File: config.mk
export PLATFORM = sky130hd
export DESIGN_NAME = ie_entry_unit
export DESIGN_NICKNAME = d
export VERILOG_FILES = /design/src/rtl/ie_pkg.sv /design/src/rtl/ie_arbiter.sv /design/src/rtl/ie_vector.sv /design/src/rtl/ie_state_mask.sv /design/src/rtl/ie_syndrome.sv /design/src/rtl/ie_entry_unit.sv
export SDC_FILE = /design/constraint.sdc
export NUM_CORES = 1
export LEC_CHECK = 0
export ABC_AREA = 1
export ABC_CLOCK_PERIOD_IN_PS = 2500
export BUFFER_PORTS_ARGS = -buffer_cell sky130_fd_sc_hd__buf_2
export CORE_MARGIN = 4
export CORE_UTILIZATION = 33
export DETAILED_ROUTE_END_ITERATION = 6
export GPL_ROUTABILITY_DRIVEN = 0
export PLACE_DENSITY = 0.64
export SETUP_SLACK_MARGIN = 0.05
export SLEW_MARGIN = 25
export SYNTH_ARGS = -nofsm -noshare
export SYNTH_HDL_FRONTEND = slang
export SYNTH_HIERARCHICAL = 1
export SYNTH_SLANG_ARGS = --single-unit
File: constraint.sdc
create_clock -name clk -period 2.5 [get_ports clk]
set_input_delay 0.25 -clock clk [delete_from_list [all_inputs] [get_ports clk]]
set_output_delay 0.25 -clock clk [all_outputs]
set_load 0.01 [all_outputs]
File: src/rtl/ie_pkg.sv
package ie_pkg;
  localparam int ST_W = 32;

  // machine-state bit positions
  localparam int B_LOCK_CLR  = 26;
  localparam int B_VEC_EN    = 25;
  localparam int B_WAIT_EN   = 18;
  localparam int B_EXT_EN    = 15;
  localparam int B_USER      = 14;
  localparam int B_FPU_EN    = 13;
  localparam int B_FPX0      = 11;
  localparam int B_FPX1      = 8;
  localparam int B_ISPACE    = 5;
  localparam int B_DSPACE    = 4;

  localparam logic [ST_W-1:0] ST_CLEAR =
      (ST_W'(1) << B_LOCK_CLR) | (ST_W'(1) << B_VEC_EN) |
      (ST_W'(1) << B_WAIT_EN)  | (ST_W'(1) << B_EXT_EN) |
      (ST_W'(1) << B_USER)     | (ST_W'(1) << B_FPU_EN) |
      (ST_W'(1) << B_FPX0)     | (ST_W'(1) << B_FPX1)   |
      (ST_W'(1) << B_ISPACE)   | (ST_W'(1) << B_DSPACE);

  typedef enum logic { CLS_FETCH = 1'b0, CLS_EXT = 1'b1 } ie_class_e;
endpackage

File: src/rtl/ie_arbiter.sv
module ie_arbiter (
  input  logic flt_valid,
  input  logic ext_req,
  input  logic ext_en,
  input  logic holdoff,
  output logic flt_ready,
  output logic take_flt,
  output logic take_ext
);
  always_comb begin
    flt_ready = !holdoff;
    take_flt  = flt_valid && !holdoff;
    // fault has priority; external waits while enable is clear
    take_ext  = ext_req && ext_en && !holdoff && !flt_valid;
  end
endmodule

File: src/rtl/ie_vector.sv
module ie_vector #(
  parameter int BASE_W  = 16,
  parameter int OFF_W   = 12,
  parameter int ALIGN_W = 4,
  localparam int HA_W   = BASE_W + OFF_W + ALIGN_W
) (
  input  logic [BASE_W-1:0] base,
  input  logic [OFF_W-1:0]  off_fetch,
  input  logic [OFF_W-1:0]  off_ext,
  input  logic [OFF_W-1:0]  ext_off_in,
  input  logic              ext_vec_sel,
  input  logic              sel_ext,
  output logic [HA_W-1:0]   addr
);
  logic [OFF_W-1:0] off;

  always_comb begin
    if (!sel_ext)         off = off_fetch;
    else if (ext_vec_sel) off = ext_off_in;
    else                  off = off_ext;
  end

  generate
    if (ALIGN_W > 0) begin : g_align
      assign addr = {base, off, {ALIGN_W{1'b0}}};
    end else begin : g_noalign
      assign addr = {base, off};
    end
  endgenerate
endmodule

File: src/rtl/ie_state_mask.sv
module ie_state_mask
  import ie_pkg::*;
(
  input  logic [ST_W-1:0] st_in,
  output logic [ST_W-1:0] st_out
);
  generate
    for (genvar i = 0; i < ST_W; i++) begin : g_bit
      if (ST_CLEAR[i]) begin : g_clr
        assign st_out[i] = 1'b0;
      end else begin : g_keep
        assign st_out[i] = st_in[i];
      end
    end
  endgenerate
endmodule

File: src/rtl/ie_syndrome.sv
module ie_syndrome #(
  parameter int SYND_W    = 32,
  parameter int CAUSE_W   = 4,
  parameter int CAUSE_LSB = 8
) (
  input  logic [CAUSE_W-1:0] cause,
  output logic [SYND_W-1:0]  synd
);
  generate
    for (genvar i = 0; i < SYND_W; i++) begin : g_bit
      if (i >= CAUSE_LSB && i < CAUSE_LSB + CAUSE_W) begin : g_cause
        assign synd[i] = cause[i-CAUSE_LSB];
      end else begin : g_zero
        assign synd[i] = 1'b0;
      end
    end
  endgenerate
endmodule

File: src/rtl/ie_entry_unit.sv
module ie_entry_unit
  import ie_pkg::*;
#(
  parameter int ADDR_W    = 32,
  parameter int BASE_W    = 16,
  parameter int OFF_W     = 12,
  parameter int ALIGN_W   = 4,
  parameter int CAUSE_W   = 4,
  parameter int CAUSE_LSB = 8,
  parameter int SYND_W    = 32
) (
  input  logic                          clk,
  input  logic                          rst_n,
  input  logic                          flt_valid,
  output logic                          flt_ready,
  input  logic [ADDR_W-1:0]             flt_pc,
  input  logic [CAUSE_W-1:0]            flt_cause,
  input  logic                          ext_req,
  output logic                          ext_ack,
  input  logic                          ext_vec_sel,
  input  logic [OFF_W-1:0]              ext_off_in,
  input  logic [ADDR_W-1:0]             next_pc,
  input  logic [ST_W-1:0]               cur_state,
  input  logic [BASE_W-1:0]             vec_base,
  input  logic [OFF_W-1:0]              off_fetch,
  input  logic [OFF_W-1:0]              off_ext,
  output logic                          entry_valid,
  output logic                          entry_class,
  output logic [BASE_W+OFF_W+ALIGN_W-1:0] handler_addr,
  output logic [ADDR_W-1:0]             save_pc,
  output logic [ST_W-1:0]               save_state,
  output logic [ST_W-1:0]               state_next,
  output logic                          synd_we,
  output logic [SYND_W-1:0]             synd_next
);
  localparam int HA_W = BASE_W + OFF_W + ALIGN_W;

  logic              take_flt, take_ext, take_any;
  logic [HA_W-1:0]   addr_c;
  logic [ST_W-1:0]   masked_c;
  logic [SYND_W-1:0] synd_c;

  ie_arbiter u_arb (
    .flt_valid (flt_valid),
    .ext_req   (ext_req),
    .ext_en    (cur_state[B_EXT_EN]),
    .holdoff   (entry_valid),
    .flt_ready (flt_ready),
    .take_flt  (take_flt),
    .take_ext  (take_ext)
  );

  ie_vector #(.BASE_W(BASE_W), .OFF_W(OFF_W), .ALIGN_W(ALIGN_W)) u_vec (
    .base        (vec_base),
    .off_fetch   (off_fetch),
    .off_ext     (off_ext),
    .ext_off_in  (ext_off_in),
    .ext_vec_sel (ext_vec_sel),
    .sel_ext     (take_ext),
    .addr        (addr_c)
  );

  ie_state_mask u_mask (
    .st_in  (cur_state),
    .st_out (masked_c)
  );

  ie_syndrome #(.SYND_W(SYND_W), .CAUSE_W(CAUSE_W), .CAUSE_LSB(CAUSE_LSB)) u_synd (
    .cause (flt_cause),
    .synd  (synd_c)
  );

  assign take_any = take_flt || take_ext;

  // control outputs
  always_ff @(posedge clk) begin
    if (!rst_n) begin
      entry_valid <= 1'b0;
      ext_ack     <= 1'b0;
      synd_we     <= 1'b0;
      entry_class <= CLS_FETCH;
    end else begin
      entry_valid <= take_any;
      ext_ack     <= take_ext;
      synd_we     <= take_flt;
      if (take_any) entry_class <= take_ext ? CLS_EXT : CLS_FETCH;
    end
  end

  // data outputs, loaded only when an entry is taken
  always_ff @(posedge clk) begin
    if (!rst_n) begin
      handler_addr <= '0;
      save_pc      <= '0;
      save_state   <= '0;
      state_next   <= '0;
      synd_next    <= '0;
    end else if (take_any) begin
      handler_addr <= addr_c;
      save_pc      <= take_ext ? next_pc : flt_pc;
      save_state   <= cur_state;
      state_next   <= masked_c;
      synd_next    <= synd_c;
    end
  end
endmodule

[Word-level counts from Yosys, hierarchy flattened]
Cells that the tools add are included.
Word-level totals
  logic and storage cells: 20
  input bits: 157
  register bits: 122
  output and inout port bits: 165
Cells by class
  multiplexer cells: 4
  reduce and logical (&&, ||, !) cells: 7
Operators by type and width (count)
  two-way mux 32 bit: 1
  two-way mux 12 bit: 2
  logical AND 1 bit: 4
  zero test 1 bit: 2
  logical OR 1 bit: 1
  two-way mux 1 bit: 1

[Depth between registers and ports, before layout]
Gate-level depths: netlist of run 1.
  depth after elaboration: 4
  depth in mapped cells: 10
  gate-level depth less buffers: 8

[Hierarchy]
The synthesis of run 1 kept the hierarchy.
Modules (own cells, without submodules)
  ie_entry_unit: area each 6306.0 um2, cells each 826, instances 1, sequential area each 3283.1 um2
  ie_vector: area each 520.5 um2, cells each 111, instances 1, sequential area each 0.0 um2
  ie_state_mask: area each 244.0 um2, cells each 33, instances 1, sequential area each 0.0 um2
  ie_syndrome: area each 244.0 um2, cells each 33, instances 1, sequential area each 0.0 um2
  ie_arbiter: area each 27.5 um2, cells each 6, instances 1, sequential area each 0.0 um2

[Least setup slack after synthesis of run 1]
OpenSTA, ideal clock, no wires.
  kind: reg-to-reg
  start: register entry_valid
  end: register handler_addr[10]
  arrival time: 1.265 ns
  data required time: 2.382 ns
  setup time: 0.118 ns
  buffers on the path: 3
  slack: 1.117 ns
  period minus slack after synthesis: 1.383 ns
  cell stages (with the launch flop): 10
  path through: dfxtp_1 inv_2 nand2_2 nor2_2 buf_6 nor2_8 buf_6 buf_6 o21ai_1 nor2_1
Between the ends
  word-level cells in the longest chain between the ends: 4
  elaborated cells on any way between the ends: 6
  classes of those cells: mux (1); reduce/logical (5)
RTL lines
  start, declared: line ie_entry_unit.sv:27  | output logic entry_valid,
  start signal, assigned: line ie_entry_unit.sv:83  | entry_valid <= take_any;
  zero test 1 bit (*)
  via flt_ready: line ie_entry_unit.sv:15  | output logic flt_ready,
  logical AND 1 bit (*) (2 in series): line ie_arbiter.sv:14  | take_ext = ext_req && ext_en && !holdoff && !flt_valid;
  via take_ext: line ie_entry_unit.sv:38  | logic take_flt, take_ext, take_any;
  two-way mux 12 bit / logical OR 1 bit (equally long branches): line ie_vector.sv:18, ie_entry_unit.sv:73
  end signal, assigned: line ie_entry_unit.sv:99  | handler_addr <= addr_c;
  end, declared: line ie_entry_unit.sv:29  | output logic [BASE_W+OFF_W+ALIGN_W-1:0] handler_addr,
The timed path passes the listed nets; every way through them passes the cells marked *.
A chain may end at the register's enable or synchronous reset.

[Worst setup path in the final report of run 1]
  start: register entry_valid
  end: register save_pc[31]
Between the ends
  word-level cells in the longest chain between the ends: 4
  elaborated cells on any way between the ends: 6
  classes of those cells: mux (1); reduce/logical (5)
RTL lines
  zero test 1 bit (*): line ie_arbiter.sv:14
  logical AND 1 bit (*) (2 in series): line ie_arbiter.sv:14
  via take_ext: line ie_entry_unit.sv:38
  two-way mux 32 bit / logical OR 1 bit (equally long branches): line ie_entry_unit.sv:100, ie_entry_unit.sv:73
  end signal, assigned: line ie_entry_unit.sv:100  | save_pc <= take_ext ? next_pc : flt_pc;
  end, declared: line ie_entry_unit.sv:30  | output logic [ADDR_W-1:0] save_pc,
Marks and branches as above.

==> results of run 1 <==
layout by cell type, fill, tap and decap left out, types with 29 or more instances in the layout:
cell type,instances
buf_2,320
nand2_1,215
dfxtp_1,164
nor2_1,131
nor3_1,127
o21ai_0,81
o21ai_1,46
nand3_1,43
conb_1,42
inv_1,29
metal layers:
| metal | part of all wire, % | vias to the layer above | GRT usage [%] |
|---|---|---|---|
| met5 | 0 | - | 0 |
| li1 | - | 3595 | - |
| met1 | 43 | 3130 | 19.8 |
| met4 | 1.4 | 0 | 4.01 |
| met3 | 8.5 | 17 | 5.97 |
| met2 | 47 | 218 | 26.5 |
worst max-delay path, cell delays in order (launching register included):
cell	delay, ns
dfxtp_1	0.35
inv_2	0.07
nand2_2	0.06
nor2_4	0.35
clkinvlp_4	0.63
nand2_1	0.19
nand2_1	0.07
nor2_1	0.08
nor2_1	0.05
repair_timing:
action                                  CTS  global route
resized for setup                         0             1
endpoints found under the hold margin     0             0
endpoints found under the setup margin    0             9
through the flow:
stage                     cells  power [W]
after global routing       1531    0.00697
after floorplan            1048    0.00381
after global placement     1499    0.00420
final                      1531    0.00659
after detailed placement   1499    0.00422
after CTS                  1531    0.00670
sequential cells by signal (all words and copies together) (netlist names):
| signal | flops |
|---|---|
| save_state | 32 |
| handler_addr | 32 |
| synd_we | 1 |
| entry_class | 1 |
| save_pc | 32 |
| entry_valid | 1 |
| state_next | 32 |
| synd_next | 32 |
| ext_ack | 1 |
cells by family (layout without fill, tap and decap cells):
logic type | after synthesis | in the layout | share of synthesized area (%)
simple gates | 521 | 521 | 29.9
compound gates | 127 | 127 | 8.66
other cells | 3 | 42 | 0.153
buf+inv | 194 | 397 | 16.6
flops | 164 | 164 | 44.7
worst paths after layout:
kind	cells past startpoint	start	end
worst max register to register	8	entry_valid$_SDFF_PN0_	save_pc[31]$_SDFFE_PN0P_
worst min register to register	2	save_pc[0]$_SDFFE_PN0P_	save_pc[0]$_SDFFE_PN0P_
worst max-delay path	8	entry_valid$_SDFF_PN0_	save_pc[31]$_SDFFE_PN0P_
worst min-delay path	3	vec_base[12]	handler_addr[28]$_SDFFE_PN0P_
layout make-up:
class / count / area (sq um)
Clock buffer: 20 / 457
Clock inverter: 12 / 95.1
Fill cell: 2296 / 12700
Inverter: 33 / 128
Multi-Input combinational cell: 690 / 3000
Sequential cell: 164 / 3280
Tap cell: 280 / 350
Timing Repair Buffer: 332 / 1790
power by group:
| group | internal (W) | switching [W] |
|---|---|---|
| clock network | 0.00134 | 0.00110 |
| logic | 0.000476 | 0.000708 |
| registers | 0.00285 | 0.000114 |
==> impl_metrics.ini, run 1 <==
[timing]
finalSetupViolations = 0
hold_ws_ns = 0.0698
clock_skew_ns = 0.00719
timing.final.ws_setup_ns = 0.537
slew_viol_final = 0
fin_crit_ns = 1.96
rsz0062_at_grt = false
finalCritPeriodShare_pct = 78.5
fmax_mhz = 509
tns_ns = 0
hold_viol_final = 0
tightest_slew_ns = 0.580
slew_headroom_pct = 61.3

[global_route]
grt_pass1_vias = 6295
gr-total-overflow = 0
grt_max_degree = 110
antenna_found_initial = 0
grt_pass1_wl_um = 32500
grt_usage_pct = 16.0

[critical_path]
reg2reg_slack_ns = 0.54
cp-start-kind = flip-flop
arrival_ns = 2.27
crit_fanout = 32
required_ns = 2.81
end_kind = flip-flop
crit_type = reg2reg

[layout]
syn2layout_area_growth_pct = 24.0
diodes = 0
final_util_pct = 41.7
drive_gt1_share_pct = 29.7
stdcell_area_sq_mm = 0.00910
fin_nets = 1395

[die]
die_x_um = 157
num_io_pins = 322
initial_core_util_pct = 33.6
core_sq_mm = 0.0218
row_count = 54
die_h_um = 157
fp.dieArea_sq_mm = 0.0247

[clock_network]
cts_tree = built
cts_hold_buf = 0
path_clk_slew_ns = 0.06
htreeDepth = 4
cts_buffers = 17
cts.sinks = 164
clock_latency_ns = 0.42
clk_path_buf_depth = 2
clockRootBuffer = clkbuf_16
postCtsSetupBuffers = 0

[drt]
wl_um = 21100
drt_iter0_drc = 349
drt_pass1_iterations = 4
num_vias = 6960
via_per_inst = 4.55
ant_nets = 0
wl_per_cell_um = 13.8
drc = 0

[placement]
place_area_sq_mm = 0.00855
pre_cts_ws_ns = 0.544
io_buffers = 321
dp_hpwl_um = 14500

[synth]
yosysTopAreaCell = dfxtp_1
synth_top_area_share_pct = 44.7
ys_ff_latch = 164
syn_area_per_cell_sq_um = 7.28
ys.warnings.count = 6
synth_edf_count = 0
syn_area_sq_mm = 0.00734
synth_common_cells = 215 x nand2_1, 164 x dfxtp_1, 132 x nor2_1, 127 x nor3_1, 106 x buf_4
synth_area_leaders = dfxtp_1 45%, nand2_1 11%, buf_4 11%, nor3_1 8.7%, nor2_1 6.7%
synth_flop_cell = dfxtp_1
async_reset_ff_share_pct = 0
yosysUniqueCellTypes = 18
yosysMostFrequentCell = nand2_1
syn_inst = 1009
seq_area_frac_synth_pct = 44.7

[hold_path]
hp-class = in2reg

[pwr]
peakVddDrop_v = 0.000390
p_per_area_mw_per_mm2 = 724
p_leak_nw = 4.76

[outcome]
status = finished, final reports clean

[job]
max_cap_violations = 0
Power figures use the tool's default switching activity.
==> inputs of run 2 (changes only) <==
--- a/config.mk
+++ b/config.mk
@@ -6,7 +6,7 @@
 export NUM_CORES = 1
 export LEC_CHECK = 0
 export ABC_AREA = 1
-export ABC_CLOCK_PERIOD_IN_PS = 2500
+export ABC_CLOCK_PERIOD_IN_PS = 2000
 export BUFFER_PORTS_ARGS = -buffer_cell sky130_fd_sc_hd__buf_2
 export CORE_MARGIN = 4
 export CORE_UTILIZATION = 33
==> constraint.sdc (replaced) <==
create_clock -name clk -period 2 [get_ports clk]
set_input_delay 0.2 -clock clk [delete_from_list [all_inputs] [get_ports clk]]
set_output_delay 0.2 -clock clk [all_outputs]
set_load 0.01 [all_outputs]
==> impl_metrics.ini, run 2 (synthesis gave the netlist of run 1 again) <==
[drt]
drt_iter0_drc = 434
wl_um = 21200
via_per_inst = 4.55
num_vias = 7020
drc = 0
ant_nets = 0
wl_per_cell_um = 13.7
drt_pass1_iterations = 5

[clock_network]
clockRootBuffer = clkbuf_16
cts.repair.resized = 0
clk_path_buf_depth = 2
postCtsSetupBuffers = 0
cts_buffers = 17
cts.sinks = 164
path_clk_slew_ns = 0.07
cts_tree = built
htreeDepth = 4
cts_hold_buf = 5
clock_latency_ns = 0.42

[hold_path]
hp-class = in2reg

[die]
fp.dieArea_sq_mm = 0.0247
core_sq_mm = 0.0218
num_io_pins = 322
row_count = 54
die_h_um = 157
initial_core_util_pct = 33.6
die_x_um = 157

[timing]
fmax_mhz = 650
tightest_slew_ns = 0.614
finalSetupViolations = 0
fin_crit_ns = 1.54
clock_skew_ns = 0.00642
rsz0062_at_grt = false
tns_ns = 0
finalCritPeriodShare_pct = 77.0
slew_viol_final = 0
hold_viol_final = 0
slew_headroom_pct = 59.1

[global_route]
grt_pass1_vias = 6234
top_usage_layer = met2
use_met1_pct = 19.7
grt_max_degree = 85
grt_pass1_wl_um = 32200
grt_usage_pct = 16.1
met3_usage_pct = 6.16
gr-total-overflow = 0
antenna_found_initial = 4
grt.met2_usage_pct = 26.4

[critical_path]
end_kind = flip-flop
required_ns = 2.35
arrival_ns = 1.89
cp-start-kind = flip-flop
crit_fanout = 54
crit_type = reg2reg

[layout]
layout_commonest_cell = buf_2
instances_no_fill = 1543
diodes = 0
syn2layout_area_growth_pct = 25.6
fin_nets = 1408
drive_gt1_share_pct = 29.9
final_cell_mix = 320 x buf_2, 215 x nand2_1, 164 x dfxtp_1

[job]
max_cap_violations = 0

[placement]
dp_hpwl_um = 14900
dpl.cell_count = 1507
io_buffers = 321

[outcome]
status = finished, final reports clean

[pwr]
p_per_area_mw_per_mm2 = 914
peakVddDrop_v = 0.000524
p_leak_nw = 4.83
-- run 2: cell count changes in the layout (fill, tap and decap cells not counted), sizes merged --
| cell | before | now |
|---|---|---|
| dlygate4sd3 | 0 | 5 |
| clkbuf | 20 | 17 |
| bufinv | 0 | 2 |
| buf | 332 | 340 |
| inv | 36 | 37 |
| clkinvlp | 5 | 4 |
-- run 2: power by group --
part	switching (W)	internal (W)	leakage, nW	total (W)
logic	0.000878	0.000612	3.20	0.00149
clock network	0.00139	0.00185	0.273	0.00323
registers	0.000142	0.00357	1.36	0.00371
total	0.00241	0.00602	4.83	0.00843
-- run 2: metrics by stage --
| stage | utilization [%] | area (sq um) | hold WS, ns | setup slack, ns | total power (W) |
|---|---|---|---|---|---|
| detailed placement | 39.4 | 8600 | 0.441 | 0.454 | 0.00529 |
| CTS | 42.3 | 9220 | 0.000125 | 0.433 | 0.00857 |
| global route | 42.3 | 9220 | 0.0167 | 0.307 | 0.00888 |
| finish | 42.3 | 9220 | 0.0160 | 0.461 | 0.00843 |
| floorplan | - | 7490 | 0.346 | 0.617 | 0.00476 |
| global placement | 39.4 | 8600 | 0.432 | 0.461 | 0.00527 |
-- run 2: layer usage --
layer	wire length, um	part of all wire, %
met1	8810	42
met2	10100	47
met3	1950	9.2
met4	329	1.6
met5	50	0.24
-- run 2: layout make-up --
| class | instances | area, sq um |
|---|---|---|
| clock inverter | 14 | 153 |
| clock buffer | 17 | 425 |
| fill | 2317 | 12600 |
| multi-input combinational | 690 | 3000 |
| timing repair buffer | 345 | 1890 |
| inverter | 33 | 124 |
| tap | 280 | 350 |
| sequential | 164 | 3280 |
-- run 2: path summary, 6_finish.rpt --
check | start | endpoint | slack [ns] | cells past startpoint
hold reg to reg | save_pc[12]$_SDFFE_PN0P_ | save_pc[12]$_SDFFE_PN0P_ | 0.47 | 2
setup reg to reg | entry_valid$_SDFF_PN0_ | save_pc[31]$_SDFFE_PN0P_ | 0.46 | 8
setup / recovery | entry_valid$_SDFF_PN0_ | save_pc[31]$_SDFFE_PN0P_ | 0.46 | 8
hold / removal | cur_state[26] | save_state[26]$_SDFFE_PN0P_ | 0.02 | 3
-- run 2: worst max-delay path, cell delays in order, from the launching register on --
cell and delay [ns]:
dfxtp_1 0.35, inv_2 0.07, nand2_2 0.07, nor2_4 0.15, buf_4 0.52, nand2_1 0.10, nand2_1 0.09, nor2_1 0.04
nor2_1 0.08
